File: src/rtl/bac_pkg.sv
package bac_pkg;

  typedef enum logic [2:0] {
    OP_HOLD = 3'd0,
    OP_INC  = 3'd1,
    OP_LOAD = 3'd2,
    OP_MASK = 3'd3,
    OP_CRST = 3'd4
  } bac_op_e;

  localparam int RB_SEL_W  = 2;
  localparam int RB_CNT_B  = 0;
  localparam int RB_MASK_B = 1;

endpackage

File: src/rtl/bac_rst_sync.sv
module bac_rst_sync #(
  parameter int STAGES = 2
) (
  input  logic clk,
  input  logic rst_n,
  output logic rst_sync_n
);

  logic [STAGES-1:0] sync_q;
  logic [STAGES-1:0] sync_d;

  always_comb begin
    sync_d = {sync_q[STAGES-2:0], 1'b1};
  end

  always_ff @(posedge clk or negedge rst_n) begin
    if (!rst_n) begin
      sync_q <= '0;
    end else begin
      sync_q <= sync_d;
    end
  end

  assign rst_sync_n = sync_q[STAGES-1];

endmodule

File: src/rtl/bac_mask_reg.sv
module bac_mask_reg #(
  parameter int AW = 8
) (
  input  logic          clk,
  input  logic          rst_n,
  input  logic          wr_en,
  input  logic [AW-1:0] wdata,
  output logic [AW-1:0] mask
);

  logic [AW-1:0] mask_q;
  logic [AW-1:0] mask_d;
  logic [AW-1:0] wdata_plus1;
  logic          wdata_ok;
  logic          mask_en;

  // A legal mask is a run of ones from bit 0: adding one clears every set bit.
  always_comb begin
    wdata_plus1 = wdata + 1'b1;
    wdata_ok    = ((wdata & wdata_plus1) == '0);
    mask_en     = wr_en && wdata_ok;
    mask_d      = mask_en ? wdata : mask_q;
  end

  always_ff @(posedge clk or negedge rst_n) begin
    if (!rst_n) begin
      mask_q <= '1;
    end else if (mask_en) begin
      mask_q <= mask_d;
    end
  end

  assign mask = mask_q;

  assert_mask_reject_R6: assert property (@(posedge clk) disable iff (!rst_n)
    (wr_en && !wdata_ok) |=> $stable(mask_q));

  assert_mask_accept_R6: assert property (@(posedge clk) disable iff (!rst_n)
    (wr_en && wdata_ok) |=> (mask_q == $past(wdata)));

  assert_no_idle_change_R6: assert property (@(posedge clk) disable iff (!rst_n)
    !wr_en |=> $stable(mask_q));

endmodule

File: src/rtl/bac_counter.sv
module bac_counter
  import bac_pkg::*;
#(
  parameter int AW = 8
) (
  input  logic          clk,
  input  logic          rst_n,
  input  bac_op_e       op,
  input  logic [AW-1:0] addr_in,
  input  logic [AW-1:0] mask,
  output logic [AW-1:0] cnt,
  output logic          cntint_n
);

  logic [AW-1:0] cnt_q;
  logic [AW-1:0] cnt_d;
  logic [AW-1:0] cnt_plus1;
  logic          int_q;
  logic          int_d;
  logic          field_full;
  logic          cnt_en;

  always_comb begin
    cnt_plus1  = cnt_q + 1'b1;
    field_full = ((cnt_q & mask) == mask);
    cnt_d      = cnt_q;
    int_d      = int_q;
    cnt_en     = 1'b0;
    case (op)
      OP_CRST: begin
        cnt_d  = cnt_q & ~mask;
        int_d  = 1'b1;
        cnt_en = 1'b1;
      end
      OP_LOAD: begin
        cnt_d  = addr_in;
        int_d  = 1'b1;
        cnt_en = 1'b1;
      end
      OP_INC: begin
        cnt_d  = (cnt_q & ~mask) | (cnt_plus1 & mask);
        cnt_en = 1'b1;
        if (field_full) begin
          int_d = 1'b0;
        end
      end
      default: begin
        cnt_d  = cnt_q;
        int_d  = int_q;
        cnt_en = 1'b0;
      end
    endcase
  end

  always_ff @(posedge clk or negedge rst_n) begin
    if (!rst_n) begin
      cnt_q <= '0;
      int_q <= 1'b1;
    end else if (cnt_en) begin
      cnt_q <= cnt_d;
      int_q <= int_d;
    end
  end

  assign cnt      = cnt_q;
  assign cntint_n = int_q;

  assert_load_value_R2: assert property (@(posedge clk) disable iff (!rst_n)
    (op == OP_LOAD) |=> (cnt_q == $past(addr_in)) && int_q);

  assert_fixed_bits_R3: assert property (@(posedge clk) disable iff (!rst_n)
    (op == OP_INC) |=> ((cnt_q & ~$past(mask)) == $past(cnt_q & ~mask)));

  assert_hold_state_R4: assert property (@(posedge clk) disable iff (!rst_n)
    (op == OP_HOLD) |=> ($stable(cnt_q) && $stable(int_q)));

  assert_crst_clear_R5: assert property (@(posedge clk) disable iff (!rst_n)
    (op == OP_CRST) |=> (((cnt_q & $past(mask)) == '0) && int_q));

  assert_mask_hold_R7: assert property (@(posedge clk) disable iff (!rst_n)
    (op == OP_MASK) |=> ($stable(cnt_q) && $stable(int_q)));

  assert_wrap_flag_R8: assert property (@(posedge clk) disable iff (!rst_n)
    ((op == OP_INC) && ((cnt_q & mask) == mask)) |=> !int_q);

  assert_flag_sticky_R8: assert property (@(posedge clk) disable iff (!rst_n)
    (!int_q && (op != OP_LOAD) && (op != OP_CRST)) |=> !int_q);

endmodule

File: src/rtl/bac_readback.sv
module bac_readback
  import bac_pkg::*;
#(
  parameter int AW = 8
) (
  input  logic [RB_SEL_W-1:0] sel,
  input  logic [AW-1:0]       cnt,
  input  logic [AW-1:0]       mask,
  output logic [AW-1:0]       rb
);

  logic [AW-1:0] src [RB_SEL_W];
  logic [AW-1:0] gated [RB_SEL_W];

  assign src[RB_CNT_B]  = cnt;
  assign src[RB_MASK_B] = mask;

  for (genvar g = 0; g < RB_SEL_W; g++) begin : g_gate
    assign gated[g] = {AW{sel[g]}} & src[g];
  end

  always_comb begin
    rb = '0;
    for (int i = 0; i < RB_SEL_W; i++) begin
      rb = rb | gated[i];
    end
  end

endmodule

File: src/rtl/burst_addr_ctr.sv
module burst_addr_ctr
  import bac_pkg::*;
#(
  parameter int AW          = 8,
  parameter int SYNC_STAGES = 2
) (
  input  logic                clk,
  input  logic                rst_n,
  input  logic                ads_n,
  input  logic                cnten_n,
  input  logic                cntrst_n,
  input  logic                mask_wr,
  input  logic [AW-1:0]       addr_in,
  input  logic [RB_SEL_W-1:0] rd_sel,
  output logic [AW-1:0]       addr_out,
  output logic                cntint_n,
  output logic [AW-1:0]       rb_data
);

  logic          rst_sync_n;
  bac_op_e       op;
  logic [AW-1:0] mask;
  logic [AW-1:0] cnt;

  bac_rst_sync #(.STAGES(SYNC_STAGES)) u_rst_sync (
    .clk        (clk),
    .rst_n      (rst_n),
    .rst_sync_n (rst_sync_n)
  );

  // Priority decode: counter reset, mask write, load, increment, hold.
  always_comb begin
    if (!cntrst_n) begin
      op = OP_CRST;
    end else if (mask_wr) begin
      op = OP_MASK;
    end else if (!cnten_n && !ads_n) begin
      op = OP_LOAD;
    end else if (!cnten_n) begin
      op = OP_INC;
    end else begin
      op = OP_HOLD;
    end
  end

  bac_mask_reg #(.AW(AW)) u_mask (
    .clk   (clk),
    .rst_n (rst_sync_n),
    .wr_en (op == OP_MASK),
    .wdata (addr_in),
    .mask  (mask)
  );

  bac_counter #(.AW(AW)) u_cnt (
    .clk      (clk),
    .rst_n    (rst_sync_n),
    .op       (op),
    .addr_in  (addr_in),
    .mask     (mask),
    .cnt      (cnt),
    .cntint_n (cntint_n)
  );

  bac_readback #(.AW(AW)) u_rb (
    .sel  (rd_sel),
    .cnt  (cnt),
    .mask (mask),
    .rb   (rb_data)
  );

  assign addr_out = cnt;

  assert_sel_onehot_R9: assert property (@(posedge clk) disable iff (!rst_sync_n)
    $onehot0(rd_sel));

  assert_crst_first_R5: assert property (@(posedge clk) disable iff (!rst_sync_n)
    (!cntrst_n && mask_wr) |=> $stable(mask));

endmodule

File: config.mk
export PLATFORM = sky130hd
export DESIGN_NAME = burst_addr_ctr
export DESIGN_NICKNAME = d
export VERILOG_FILES = /design/src/rtl/bac_pkg.sv /design/src/rtl/bac_rst_sync.sv /design/src/rtl/bac_mask_reg.sv /design/src/rtl/bac_counter.sv /design/src/rtl/bac_readback.sv /design/src/rtl/burst_addr_ctr.sv
export SDC_FILE = /design/constraint.sdc
export NUM_CORES = 1
export LEC_CHECK = 0
export BUFFER_PORTS_ARGS = -buffer_cell sky130_fd_sc_hd__buf_2
export CELL_PAD_IN_SITES_DETAIL_PLACEMENT = 1
export CELL_PAD_IN_SITES_GLOBAL_PLACEMENT = 2
export CORE_ASPECT_RATIO = 2
export CORE_MARGIN = 1.5
export CORE_UTILIZATION = 29
export DETAILED_ROUTE_END_ITERATION = 6
export GPL_ROUTABILITY_DRIVEN = 1
export PLACE_DENSITY_LB_ADDON = 0.1
export SLEW_MARGIN = 20
export SYNTH_ARGS = -nofsm -noshare
export SYNTH_HDL_FRONTEND = slang
export SYNTH_HIERARCHICAL = 1
export SYNTH_SLANG_ARGS = --single-unit
File: constraint.sdc
create_clock -name clk -period 0.8 [get_ports clk]
set_input_delay 0.04 -clock clk [delete_from_list [all_inputs] [get_ports clk]]
set_output_delay 0.04 -clock clk [all_outputs]
set_load 0.02 [all_outputs]
==> run metrics <==
CP max FO 7; Worst-path clk slew 0.08 ns; post-DP HPWL approximately 4600 µm; final wirelength ~6100 µm; cell area after synthesis 1460 µm²; fin nets 280; Main synth FF type dfrtp_1; number of flops mapped to enable cells by yosys 0; Syn Nets around 180; routed vias 1742; ANT nets after route 0; Clk Tree Root Cell clkbuf_8; pre-CTS WS -0.811 ns; Commonest cells post-synth a21oi_1 (12), inv_1 (11), a22o_1 (10), dfrtp_1 (10), nor2_1 (10); CP cell instances ha_4 -> and3_4 -> a21oi_2 -> o311ai_2 -> o21ai_1; Pre-antenna DRT Iters 4; TritonCTS clock tree done; Pwr Density approximately 2300 nW/µm²; Crit Path Class flip-flop to flip-flop; chip height 103 µm; Layout area overhead 90.1%; run status complete, but fails checks; Critical R2R Capture u_cnt/cnt[4]; Final Hold Fails 0; # rows 36; DRC errors left 0; Congestion Overflow GR 0; Layout Skew ~0.0042 ns; slowest stage cell on the critical path dfrtp_2; hold slack 0.0909 ns; Placer Congestion slightly above 0.8; initial antenna violation count 0; post-route setup slack -0.637 ns; Post-Route Setup TNS -12.05 ns; main area contributors after synthesis dfrtp_1 (17%), dfstp_2 (16%), mux2_2 (6.2%); max-slew violation count 0; clk buf depth 2; core area between 4000 and 5000 µm²; Cell Count, Final, Fillers Out approximately 320; asr flop ratio synth 100%; synth warn 6; Total Power approximately 6.4 mW; routed vias/inst approximately 5.5; antenna diode count 0; Final Cell Area between 2000 and 3000 µm²; P_leak approximately 1.2 nW; VDD IR max approximately 1.3 mV; drt initial violations 28; Initial Utilization between 30% and 40%; Max Cap Viol 0; Synth cell types 51; Finished Core Util 57.0%; Buf/Inv on CP 0; Die Span X roughly 53 µm; post-layout min period roughly 1.4 ns; layout cells sized above 1 between 70% and 80%; Cell Area, Placed 2170 µm²; CP startpoint u_cnt/cnt[0]; Critical Path Start Type flip-flop; failing checks setup timing; I/O Pins 33; Final setup viols 34; Synth area leader dfrtp_1; fmax around 700 MHz; flop-to-flop setup slack -0.64 ns; CTS Buf Count 3; # port buffers 32; Worst Path Required 0.93 ns; # clock sinks 19; sequential fraction of the synthesis area about a third; top-count cell post-synth a21oi_1; placed insts 292; routed wire length per instance around 19 µm; reg2reg path depth 5; Syn Inst Count ~160; global-route wire length before repair 9000 µm; Hold Crit Class input port to async pin; largest net degree at the start of global routing 18; top cell type's share of synthesized area between 15 and 20%; vias in the first global route around 1.8k; worst skew pair latency 0.26 ns; All-Layer GR Usage a little under a quarter; number of synthesized register bits 19; DIE AREA roughly 5500 µm²; worst r2r src u_cnt/cnt[0]; RSZ-0062 raised after global routing yes; Crit path max-delay family flip-flops; Period Utilization, post-route 180%; Critical Path Max Stage Delay 0.49 ns; H-tree depth 1; CP arrival ~1.6 ns; CP endpoint kind flip-flop; synthesized area per cell around 9.3 µm²
worst max path at each step:
stage          slack [ns]            to  cells after the start
3_3_place_gp        -0.70  u_cnt/cnt[7]                      7
4_1_cts             -0.66  u_cnt/cnt[7]                      4
6_report            -0.64  u_cnt/cnt[4]                      5
2_1_floorplan       -0.53  u_cnt/cnt[0]                      4
3_5_place_dp        -0.81  u_cnt/cnt[3]                      8
5_1_grt             -0.69  u_cnt/cnt[7]                      4
final cells by class:
class,count,area [µm²]
Fill cell,565,2090
Multi-Input combinational cell,118,1140
Timing Repair Buffer,107,976
Sequential cell,19,497
Tap cell,57,71.3
Inverter,12,45.0
Clock buffer,3,41.3
Clock inverter,1,5.00
layer usage:
| metal | GRT usage (%) | part of all wire [%] |
|---|---|---|
| met4 | 11.0 | 4.8 |
| met5 | 0 | 0 |
| met2 | 44.6 | 56 |
| met3 | 2.01 | 3.3 |
| met1 | 23.6 | 36 |
cells in the final DEF, fill, tap and decap left out, types with 3 or more instances in the layout:
master / Yosys / layout
a21oi_1: 12 / 6
a22o_4: 0 / 7
nand2_1: 5 / 5
dfstp_2: 9 / 9
clkbuf_8: 0 / 3
buf_2: 2 / 9
dfrtp_2: 0 / 8
o21ai_1: 4 / 3
buf_4: 2 / 50
a21oi_2: 0 / 5
mux2_4: 0 / 8
o21ai_0: 6 / 5
inv_2: 1 / 3
nor2b_1: 6 / 5
nor2_1: 10 / 7
o22ai_1: 4 / 4
nor2_4: 0 / 4
inv_1: 11 / 9
a221oi_2: 2 / 3
nor3_1: 4 / 3
nand2b_1: 4 / 4
and3_4: 1 / 3
ha_4: 0 / 3
buf_6: 4 / 44
a22o_1: 10 / 3
sequential cells by signal, summed over array words and instances (netlist names):
register and flops:
u_cnt/cnt 8, u_mask/mask 8, u_rst_sync/sync_q 2, u_cnt/cntint_n 1
where the power goes:
group | total (mW) | switching, mW | internal (mW) | leakage, nW
logic | 4.02 | 1.63 | 2.39 | 1.00
registers | 1.65 | 0.341 | 1.30 | 0.203
clock network | 0.713 | 0.366 | 0.347 | 0.0255
total | 6.38 | 2.34 | 4.04 | 1.23
timing repair:
item                                   in CTS  in global routing
gates resized for setup                    67                 40
pin swaps                                  13                 15
setup buffers                              10                 12
hold buffers                                1                  0
endpoints found under the hold margin       2                  0
setup endpoints to repair                  34                 34
cells by family (layout without fill, tap and decap cells):
family | count (synthesis) | after routing | synth area share (%)
multiplexers | 10 | 10 | 7.54
XOR/XNOR | 1 | 1 | 0.600
adder cells (fa/ha/maj) | 3 | 3 | 2.57
AND/OR/NAND/NOR | 46 | 46 | 19.2
AO/OA/AOI/OAI | 57 | 57 | 28.6
flip-flops | 19 | 19 | 33.3
buffers and inverters | 20 | 123 | 7.88
other | 1 | 1 | 0.257
No activity file was read; power rests on OpenSTA's default activity.
